$ cat src/rtl/hdlc_af_pkg.sv
`timescale 1ns/1ps
package hdlc_af_pkg;
    localparam int OCTET_W = 8;

    typedef enum logic [1:0] {
        AM_NONE = 2'd0,
        AM_HIGH = 2'd1,
        AM_FULL = 2'd2,
        AM_RSVD = 2'd3
    } addr_mode_e;

    typedef enum logic [1:0] {
        SRC_GROUP = 2'd0,
        SRC_CMP1  = 2'd1,
        SRC_CMP2  = 2'd2,
        SRC_NONE  = 2'd3
    } match_src_e;

    typedef enum logic [2:0] {
        ST_IDLE,
        ST_ADDR,
        ST_PASS,
        ST_STATUS,
        ST_DROP
    } af_state_e;

    typedef struct packed {
        logic       good;
        logic       crc_ok;
        logic       abort;
        match_src_e src;
        logic       resp;
        logic [1:0] spare;
    } status_t;

    function automatic logic octet_eq(input logic [OCTET_W-1:0] a,
                                      input logic [OCTET_W-1:0] b,
                                      input logic [OCTET_W-1:0] dc);
        return ((a ^ b) & ~dc) == '0;
    endfunction
endpackage

$ cat src/rtl/hdlc_af_match.sv
`timescale 1ns/1ps
module hdlc_af_match
    import hdlc_af_pkg::*;
#(
    parameter bit                 USE_GROUP = 1'b1,
    parameter logic [OCTET_W-1:0] GRP_A     = 8'hFE,
    parameter logic [OCTET_W-1:0] GRP_B     = 8'hFC
) (
    input  logic [OCTET_W-1:0] octet,
    input  logic [OCTET_W-1:0] mask,
    input  logic [OCTET_W-1:0] cmp1,
    input  logic [OCTET_W-1:0] cmp2,
    output logic               hit,
    output match_src_e         src
);
    logic grp_hit;
    logic c1_hit;
    logic c2_hit;

    generate
        if (USE_GROUP) begin : g_grp
            assign grp_hit = octet_eq(octet, GRP_A, mask) | octet_eq(octet, GRP_B, mask);
        end else begin : g_nogrp
            assign grp_hit = 1'b0;
        end
    endgenerate

    assign c1_hit = octet_eq(octet, cmp1, mask);
    assign c2_hit = octet_eq(octet, cmp2, mask);
    assign hit    = grp_hit | c1_hit | c2_hit;

    // fixed priority: group, then compare 1, then compare 2
    always_comb begin
        if (grp_hit)     src = SRC_GROUP;
        else if (c1_hit) src = SRC_CMP1;
        else if (c2_hit) src = SRC_CMP2;
        else             src = SRC_NONE;
    end
endmodule

$ cat src/rtl/hdlc_af_status.sv
`timescale 1ns/1ps
module hdlc_af_status
    import hdlc_af_pkg::*;
(
    input  logic               crc_ok,
    input  logic               abort,
    input  match_src_e         src,
    input  logic               resp,
    output logic [OCTET_W-1:0] status_octet
);
    status_t st;

    always_comb begin
        st.good   = crc_ok & ~abort;
        st.crc_ok = crc_ok;
        st.abort  = abort;
        st.src    = src;
        st.resp   = resp;
        st.spare  = 2'b00;
    end

    assign status_octet = st;
endmodule

$ cat src/rtl/hdlc_af_ctrl.sv
`timescale 1ns/1ps
module hdlc_af_ctrl
    import hdlc_af_pkg::*;
(
    input  logic       clk,
    input  logic       rst_n,
    input  addr_mode_e cfg_mode,
    input  logic       cfg_two_octet,
    input  logic       in_valid,
    input  logic       in_sof,
    input  logic       in_eof,
    input  logic       in_crc_ok,
    input  logic       in_abort,
    input  logic       out_ready,
    input  logic       hi_hit,
    input  match_src_e hi_src,
    input  logic       lo_hit,
    input  match_src_e lo_src,
    output logic       in_ready,
    output logic       out_valid,
    output logic       out_last,
    output logic       sel_status,
    output logic       st_crc_ok,
    output logic       st_abort,
    output match_src_e st_src,
    output logic       st_resp
);
    af_state_e  state_q, state_d;
    addr_mode_e mode_q, mode_d;
    logic       two_q, two_d;
    logic       idx_q, idx_d;
    logic       hi_ok_q, hi_ok_d;
    match_src_e hi_src_q, hi_src_d;
    match_src_e src_q, src_d;
    logic       resp_q, resp_d;
    logic       crc_q, crc_d;
    logic       abort_q, abort_d;

    logic       addr_last;
    logic       addr_ok;
    match_src_e addr_src;
    logic       addr_resp;
    addr_mode_e mode_eff;

    assign mode_eff = (cfg_mode == AM_RSVD) ? AM_NONE : cfg_mode;

    // state register
    always_ff @(posedge clk or negedge rst_n) begin
        if (!rst_n) begin
            state_q  <= ST_IDLE;
            mode_q   <= AM_NONE;
            two_q    <= 1'b0;
            idx_q    <= 1'b0;
            hi_ok_q  <= 1'b0;
            hi_src_q <= SRC_NONE;
            src_q    <= SRC_NONE;
            resp_q   <= 1'b0;
            crc_q    <= 1'b0;
            abort_q  <= 1'b0;
        end else begin
            state_q  <= state_d;
            mode_q   <= mode_d;
            two_q    <= two_d;
            idx_q    <= idx_d;
            hi_ok_q  <= hi_ok_d;
            hi_src_q <= hi_src_d;
            src_q    <= src_d;
            resp_q   <= resp_d;
            crc_q    <= crc_d;
            abort_q  <= abort_d;
        end
    end

    // verdict on the address octet currently presented
    always_comb begin
        addr_last = !(mode_q == AM_FULL && two_q && !idx_q);
        addr_ok   = 1'b0;
        addr_src  = SRC_NONE;
        addr_resp = 1'b0;
        unique case (mode_q)
            AM_HIGH: begin
                addr_ok  = hi_hit;
                addr_src = hi_src;
            end
            AM_FULL: begin
                if (two_q) begin
                    addr_ok  = hi_ok_q && lo_hit;
                    addr_src = hi_src_q;
                end else begin
                    addr_ok  = lo_hit;
                    addr_src = lo_src;
                end
                addr_resp = (lo_src == SRC_CMP2);
            end
            default: ;
        endcase
    end

    // next state
    always_comb begin
        state_d  = state_q;
        mode_d   = mode_q;
        two_d    = two_q;
        idx_d    = idx_q;
        hi_ok_d  = hi_ok_q;
        hi_src_d = hi_src_q;
        src_d    = src_q;
        resp_d   = resp_q;
        crc_d    = crc_q;
        abort_d  = abort_q;
        unique case (state_q)
            ST_IDLE: begin
                if (in_valid && in_sof) begin
                    mode_d   = mode_eff;
                    two_d    = cfg_two_octet;
                    idx_d    = 1'b0;
                    hi_ok_d  = 1'b0;
                    hi_src_d = SRC_NONE;
                    src_d    = SRC_NONE;
                    resp_d   = 1'b0;
                    state_d  = (mode_eff == AM_NONE) ? ST_PASS : ST_ADDR;
                end
            end
            ST_ADDR: begin
                if (in_valid) begin
                    if (addr_last) begin
                        if (addr_ok) begin
                            src_d  = addr_src;
                            resp_d = addr_resp;
                        end
                        if (in_eof) begin
                            crc_d   = in_crc_ok;
                            abort_d = in_abort;
                            state_d = addr_ok ? ST_STATUS : ST_IDLE;
                        end else begin
                            state_d = addr_ok ? ST_PASS : ST_DROP;
                        end
                    end else begin
                        idx_d    = 1'b1;
                        hi_ok_d  = hi_hit;
                        hi_src_d = hi_src;
                        if (in_eof) state_d = ST_IDLE;
                    end
                end
            end
            ST_PASS: begin
                if (in_valid && out_ready && in_eof) begin
                    crc_d   = in_crc_ok;
                    abort_d = in_abort;
                    state_d = ST_STATUS;
                end
            end
            ST_STATUS: begin
                if (out_ready) state_d = ST_IDLE;
            end
            ST_DROP: begin
                if (in_valid && in_eof) state_d = ST_IDLE;
            end
            default: state_d = ST_IDLE;
        endcase
    end

    // outputs
    always_comb begin
        in_ready   = 1'b0;
        out_valid  = 1'b0;
        out_last   = 1'b0;
        sel_status = 1'b0;
        unique case (state_q)
            ST_IDLE:          in_ready = !(in_valid && in_sof);
            ST_ADDR, ST_DROP: in_ready = 1'b1;
            ST_PASS: begin
                in_ready  = out_ready;
                out_valid = in_valid;
            end
            ST_STATUS: begin
                out_valid  = 1'b1;
                out_last   = 1'b1;
                sel_status = 1'b1;
            end
            default: ;
        endcase
    end

    assign st_crc_ok = crc_q;
    assign st_abort  = abort_q;
    assign st_src    = src_q;
    assign st_resp   = resp_q;
endmodule

$ cat src/rtl/hdlc_addr_filter.sv
`timescale 1ns/1ps
module hdlc_addr_filter
    import hdlc_af_pkg::*;
#(
    parameter logic [OCTET_W-1:0] GRP_ADDR_A = 8'hFE,
    parameter logic [OCTET_W-1:0] GRP_ADDR_B = 8'hFC
) (
    input  logic               clk,
    input  logic               rst_n,
    input  logic [1:0]         cfg_mode,
    input  logic               cfg_two_octet,
    input  logic [OCTET_W-1:0] cfg_hi_cmp1,
    input  logic [OCTET_W-1:0] cfg_hi_cmp2,
    input  logic [OCTET_W-1:0] cfg_lo_cmp1,
    input  logic [OCTET_W-1:0] cfg_lo_cmp2,
    input  logic [OCTET_W-1:0] cfg_hi_mask,
    input  logic [OCTET_W-1:0] cfg_lo_mask,
    input  logic               in_valid,
    input  logic [OCTET_W-1:0] in_data,
    input  logic               in_sof,
    input  logic               in_eof,
    input  logic               in_crc_ok,
    input  logic               in_abort,
    output logic               in_ready,
    output logic               out_valid,
    output logic [OCTET_W-1:0] out_data,
    output logic               out_last,
    input  logic               out_ready
);
    logic               hi_hit, lo_hit;
    match_src_e         hi_src, lo_src;
    logic               sel_status;
    logic               st_crc_ok, st_abort, st_resp;
    match_src_e         st_src;
    logic [OCTET_W-1:0] status_octet;

    hdlc_af_match #(
        .USE_GROUP (1'b1),
        .GRP_A     (GRP_ADDR_A),
        .GRP_B     (GRP_ADDR_B)
    ) u_hi_match (
        .octet (in_data),
        .mask  (cfg_hi_mask),
        .cmp1  (cfg_hi_cmp1),
        .cmp2  (cfg_hi_cmp2),
        .hit   (hi_hit),
        .src   (hi_src)
    );

    hdlc_af_match #(
        .USE_GROUP (1'b0),
        .GRP_A     (GRP_ADDR_A),
        .GRP_B     (GRP_ADDR_B)
    ) u_lo_match (
        .octet (in_data),
        .mask  (cfg_lo_mask),
        .cmp1  (cfg_lo_cmp1),
        .cmp2  (cfg_lo_cmp2),
        .hit   (lo_hit),
        .src   (lo_src)
    );

    hdlc_af_ctrl u_ctrl (
        .clk           (clk),
        .rst_n         (rst_n),
        .cfg_mode      (addr_mode_e'(cfg_mode)),
        .cfg_two_octet (cfg_two_octet),
        .in_valid      (in_valid),
        .in_sof        (in_sof),
        .in_eof        (in_eof),
        .in_crc_ok     (in_crc_ok),
        .in_abort      (in_abort),
        .out_ready     (out_ready),
        .hi_hit        (hi_hit),
        .hi_src        (hi_src),
        .lo_hit        (lo_hit),
        .lo_src        (lo_src),
        .in_ready      (in_ready),
        .out_valid     (out_valid),
        .out_last      (out_last),
        .sel_status    (sel_status),
        .st_crc_ok     (st_crc_ok),
        .st_abort      (st_abort),
        .st_src        (st_src),
        .st_resp       (st_resp)
    );

    hdlc_af_status u_status (
        .crc_ok       (st_crc_ok),
        .abort        (st_abort),
        .src          (st_src),
        .resp         (st_resp),
        .status_octet (status_octet)
    );

    assign out_data = sel_status ? status_octet : in_data;
endmodule

$ cat config.mk
export PLATFORM = sky130hd
export DESIGN_NAME = hdlc_addr_filter
export DESIGN_NICKNAME = d
export VERILOG_FILES = /design/src/rtl/hdlc_af_pkg.sv /design/src/rtl/hdlc_af_match.sv /design/src/rtl/hdlc_af_status.sv /design/src/rtl/hdlc_af_ctrl.sv /design/src/rtl/hdlc_addr_filter.sv
export SDC_FILE = /design/constraint.sdc
export NUM_CORES = 1
export LEC_CHECK = 0
export ABC_CLOCK_PERIOD_IN_PS = 6100
export BUFFER_PORTS_ARGS = -buffer_cell sky130_fd_sc_hd__buf_2
export CAP_MARGIN = 25
export CORE_ASPECT_RATIO = 1.75
export CORE_MARGIN = 1.5
export CORE_UTILIZATION = 30
export CTS_BUF_LIST = sky130_fd_sc_hd__clkbuf_4 sky130_fd_sc_hd__clkbuf_8 sky130_fd_sc_hd__clkbuf_16
export DETAILED_ROUTE_END_ITERATION = 12
export PLACE_DENSITY = 0.6
export SLEW_MARGIN = 5
export SYNTH_ARGS = -nofsm -noshare
export SYNTH_HDL_FRONTEND = slang
export SYNTH_SLANG_ARGS = --single-unit
$ cat constraint.sdc
create_clock -name clk -period 6.1 [get_ports clk]
set_input_delay 1.22 -clock clk [delete_from_list [all_inputs] [get_ports clk]]
set_output_delay 1.22 -clock clk [all_outputs]
set_load 0.02 [all_outputs]
* Word-level counts from Yosys, hierarchy flattened
Cells that the tools add are included.
** Word-level totals
- Latch bits :: 0
- Bits in writable memories :: 0
- Memories :: 0
- Word-level logic and storage cells :: 129
- Input port bits :: 67
- Memory bits (read-only) :: 0
- Register bits after elaboration :: 15
** Operators by class
- Reductions and logical operators :: 25
- Equal/unequal tests :: 18
- Add/subtract/negate cells :: 0
- Magnitude comparators :: 0
- Multiply operators :: 0
- Bitwise logic cells :: 20
- Mux-type cells :: 56
- Div/mod/pow operators :: 0
- Shift-type cells :: 0
** Operators with widths (count)
- 8-bit bitwise AND :: 6
- 8-bit zero test :: 6
- 8-bit XOR :: 4
- 3-bit 2-to-1 mux :: 9
- 2-bit 2-to-1 mux :: 13
- 1-bit 2-to-1 mux :: 21
- 8-bit NOT :: 2
- 3-bit one-hot mux with 5 select lines :: 1
- 1-bit one-hot mux with 2 select lines :: 7
- 2-bit one-hot mux with 2 select lines :: 3
- 2-bit by 1-bit inequality test with 1-bit output, second input constant :: 5
- 5-bit AND reduction :: 2
- 8-bit 2-to-1 mux :: 1
- 2-bit inequality test, second input constant :: 4
- 1-bit logical AND :: 7
- 7-bit NOT :: 1
- 2-bit == test, second input constant :: 3
- 3-bit by 2-bit == test with 1-bit output, second input constant :: 2
- 6-bit NOT :: 1
- 6-bit AND reduction :: 1
- 1-bit bitwise OR :: 4
- 4-bit AND reduction :: 1
- 2-bit nonzero test :: 2
- 3-bit by 1-bit == test with 1-bit output, second input constant :: 1
- 11 further kinds :: 12

* Longest topological paths before layout
- Depth in word-level cells :: 12
- Depth in mapped cells :: 8
- Gate-level depth less buffers :: 8

* Cells and area by module
From an unflattened synthesis, not the netlist that was laid out.
** Second synthesis, totals
- Cells, all modules :: 184
- Area, all modules :: 1697.9 um^2
** By module, submodules not included
- hdlc_af_ctrl :: cells an instance 101, area an instance 997.2 um^2, times used 1, seq. area each 380.4 um^2
- hdlc_af_match (u_hi_match) :: cells an instance 36, area an instance 267.8 um^2, times used 1, seq. area each 0.0 um^2
- hdlc_af_match (u_lo_match) :: cells an instance 29, area an instance 231.5 um^2, times used 1, seq. area each 0.0 um^2
- hdlc_addr_filter :: cells an instance 9, area an instance 131.4 um^2, times used 1, seq. area each 0.0 um^2
- hdlc_af_status :: cells an instance 9, area an instance 70.1 um^2, times used 1, seq. area each 0.0 um^2

* Least setup slack after synthesis
OpenSTA, ideal clock, no wires.
- Path kind :: input to output
- From :: input out_ready
- To :: output in_ready
- Stages :: 4
- Slack :: 3.016 ns
- Buffers on the path :: 0
- Data arrival time :: 1.864 ns
- Cell sequence :: nand2_1 > nor2_1 > nor2_1 > o21ai_0
** Between the ends
- Cells in the longest elaborated chain, start to end :: 1
** Ends and longest elaborated chain
- start, declared :: RTL line hdlc_addr_filter.sv:28 : input logic out_ready
- 1-bit one-hot mux with 3 select lines :: RTL line hdlc_af_ctrl.sv:169 : unique case (state_q)
- end, declared :: RTL line hdlc_addr_filter.sv:24 : output logic in_ready,
Every way passes these cells.

* Worst setup path after layout
- From :: input in_sof
- To :: output in_ready
** Between the ends
- Cells in the longest elaborated chain, start to end :: 3
** Ends and longest elaborated chain
- start, declared :: RTL line hdlc_addr_filter.sv:20 : input logic in_sof,
- 1-bit logical AND :: RTL line hdlc_af_ctrl.sv:170 : ST_IDLE: in_ready = !(in_valid && in_sof);
- 1-bit zero test :: RTL line hdlc_af_ctrl.sv:170
- 1-bit one-hot mux with 3 select lines :: RTL line hdlc_af_ctrl.sv:169
Every way passes these cells.

==> qor.yml <==
fin_crit_sh_pct: 52.90
synth_edf_count: 0
overflow: 0
powerDensity_mw_per_mm2: 300.8
maxCapViolCount: 0
fill_cells: 632
crit_path_start_kind: "primary input"
die-area_sq_mm: 0.006272
slew_headroom_pct: 64.96
first_iter_violations: 65
post_cts_buffers: 0
path_max_fanout: 4
routed_wl_mm: 4.774
p_total_w: 0.0006477
setup_tns_ns: 0
root_buffer: "clkbuf_8"
grt_first_pass_wirelength_mm: 7.431
postSynth.asyncResetShare_pct: 100.0
worst-path-stages: 6
hold_violations: 0
cp.required_ns: 4.88
cts_buffers: 3
rows: 36
multiInputGateArea_sq_mm: 0.001194
dp_hpwl_mm: 3.987
arrival_ns: 2.01
rsz0062_at_grt: "no"
start_util_pct: 31.09
seq_area_frac_synth_pct: 21.90
pre_cts_slack_ns: 2.849
clkTransAtPathRegs_ns: 0.06
syn-num-nets: 266
vdd_drop_max_uv: 137.7
rr_worst_depth: 5
cts_resized: 0
drive_gt1_share_pct: 41.22
ys_warn_count: 0
core_area_sq_mm: 0.005585
antenna_left: 0
crit_family: "simple AND/OR/NAND/NOR gates"
cts-htree-levels: 1
areaGrowthSynthToFinish_pct: 23.99
worstSetupEndpointType: "output pin"
insertedDiodeCount: 0
die_h_microns: 103.7
viasPerCell: 5.015
vias: 1695
worst_pin_slew_ns: 0.5213
leakagePower_nw: 0.9445
synthesis.area_sq_mm: 0.001737
final_cells: 338
min_delay_path_depth: 2
grt_pass1_vias: 1793
dieWidth_microns: 60.52
final_max_slew_viol_count: 0
cp_slowest_cell: "nor2b_1"
grt_antenna_before_repair: 0
grt_max_degree: 17
synth-main-ff-cell: "dfrtp_1"
cts_hold_buf: 0
nNetsFinal: 334
crit_path_cell_trace: "buf_2, nor2b_1, nand2_1, nand2_1, o21ai_0, buf_2"
crit_buf_inv: 2
critPathKind: "in2out"
cpPeakStageDelay_ns: 0.26
hp-class: "reg2reg"
clockBufferDepth: 2
cts_tree: "done"
final_design_area_no_fill_sq_mm: 0.002153
avgRoutedWirePerCell_microns: 14.12
clk_latency_ns: 0.25
firstDrtPassIters: 4
io-pin-count: 78
min_period_ns: 3.227
status: "complete, no violations"
fmax_mhz: 309.9
placed_cells: 334
regArea_sq_um: 380.4
clock-sinks: 15
portBuffers: 77
place_congestion: 0.8813
grtUsageTotal_pct: 15.38
placed_area_sq_mm: 0.002107
syn_area_per_cell_sq_um: 8.906
setup-violations-final: 0
worst_slack_ns: 2.873
synth_seq_cells: 15
syn_inst: 195
fin_skew_ns: 0.001586
drc: 0
synth.distinct_cells: 51
-- worst min-delay path, stage by stage, from the launching register on --
cell	delay (ns)
dfstp_2	0.37
inv_1	0.06
a311oi_1	0.08
-- worst paths after layout --
path / start / to / slack, ns
min reg2reg: u_ctrl.st_src[1] / u_ctrl.st_src[1] / 0.52
min in group asynchronous: rst_n / u_ctrl.idx_q / 0.86
max reg2reg: u_ctrl.state_q[0] / u_ctrl.st_resp / 3.87
max: in_sof / in_ready / 2.87
max in group asynchronous: rst_n / u_ctrl.st_src[1] / 4.94
min: u_ctrl.st_src[1] / u_ctrl.st_src[1] / 0.52
-- synth_stat cells, types with 3 or more instances --
library cell	n	area [sq um]
inv_1	14	52.55
o21ai_0	10	50.05
nand3_1	3	15.01
xnor2_1	30	262.8
mux2_2	9	101.4
nor2_1	7	26.28
dfrtp_1	11	275.3
a21oi_1	6	30.03
nor2b_1	3	18.77
o22ai_1	20	125.1
clkbuf_1	3	11.26
buf_6	7	78.83
nand2b_1	4	25.02
ha_1	4	50.05
dfstp_2	4	105.1
buf_2	4	20.02
nand2_1	8	30.03
nor3_1	5	25.02
-- report_power, final --
part | switching [W] | total, W | internal [W]
Combinational | 0.000200 | 0.000365 | 0.000165
Clock | 0.0000364 | 0.0000817 | 0.0000453
Sequential | 0.0000526 | 0.000201 | 0.000149
Total | 0.000289 | 0.000648 | 0.000359
-- layer usage --
| layer | up-vias | part of all wire [%] | wire length [microns] | global-route usage, % |
|---|---|---|---|---|
| met5 | - | 0 | 0 | 0 |
| met2 | 70 | 54 | 2592 | 30.20 |
| li1 | 839 | - | - | - |
| met3 | 13 | 6.4 | 304 | 1.748 |
| met4 | 0 | 3.2 | 155 | 8.075 |
| met1 | 773 | 36 | 1722 | 13.94 |
-- registers in the layout, summed over array words and instances (netlist names) --
name	cells
u_ctrl.st_crc_ok	1
u_ctrl.st_src	2
u_ctrl.idx_q	1
u_ctrl.hi_ok_q	1
u_ctrl.two_q	1
u_ctrl.state_q	3
u_ctrl.st_resp	1
u_ctrl.hi_src_q	2
u_ctrl.mode_q	2
u_ctrl.st_abort	1
-- final cells by class --
class	instances	area share, %
clock inverters	1	0.2324
clock buffers	3	1.917
flip-flops and latches	15	17.66
inverters	14	2.440
multi-input cells	152	55.43
repair buffers	77	17.90
well taps	76	4.416
-- cells in the final DEF (no fill, tap or decap), drive strengths merged, types with 2 or more instances in the layout --
| cell | count |
|---|---|
| nor2 | 7 |
| a211oi | 2 |
| buf | 77 |
| dfrtp | 11 |
| nand2 | 8 |
| o211ai | 2 |
| ha | 4 |
| a31oi | 2 |
| clkbuf | 3 |
| mux2 | 9 |
| inv | 14 |
| or4 | 2 |
| nand3b | 2 |
| o21ai | 10 |
| o21a | 2 |
| nor2b | 4 |
| nor3 | 6 |
| or3b | 2 |
| o22ai | 21 |
| nand2b | 4 |
| dfstp | 4 |
| a21o | 2 |
| xnor2 | 32 |
| and2 | 3 |
| nor4 | 4 |
| nand3 | 3 |
| a21oi | 6 |
-- kinds of logic after synthesis --
kind of cell	after synthesis	share of synthesized area [%]
compound gates	58	23.63
xor+xnor	32	17.00
fa+ha+maj	4	2.882
buf+inv	28	9.366
flops	15	21.90
mux	9	5.836
simple gates	49	19.38
-- stage by stage --
step,hold WS (ns),util (%)
final,0.5170,38.55
after global routing,0.5527,38.55
after floorplan,0.4775,-
after CTS,0.5208,38.55
after global placement,0.5028,37.72
after detailed placement,0.5069,37.72
No activity file was read; power rests on OpenSTA's default activity.
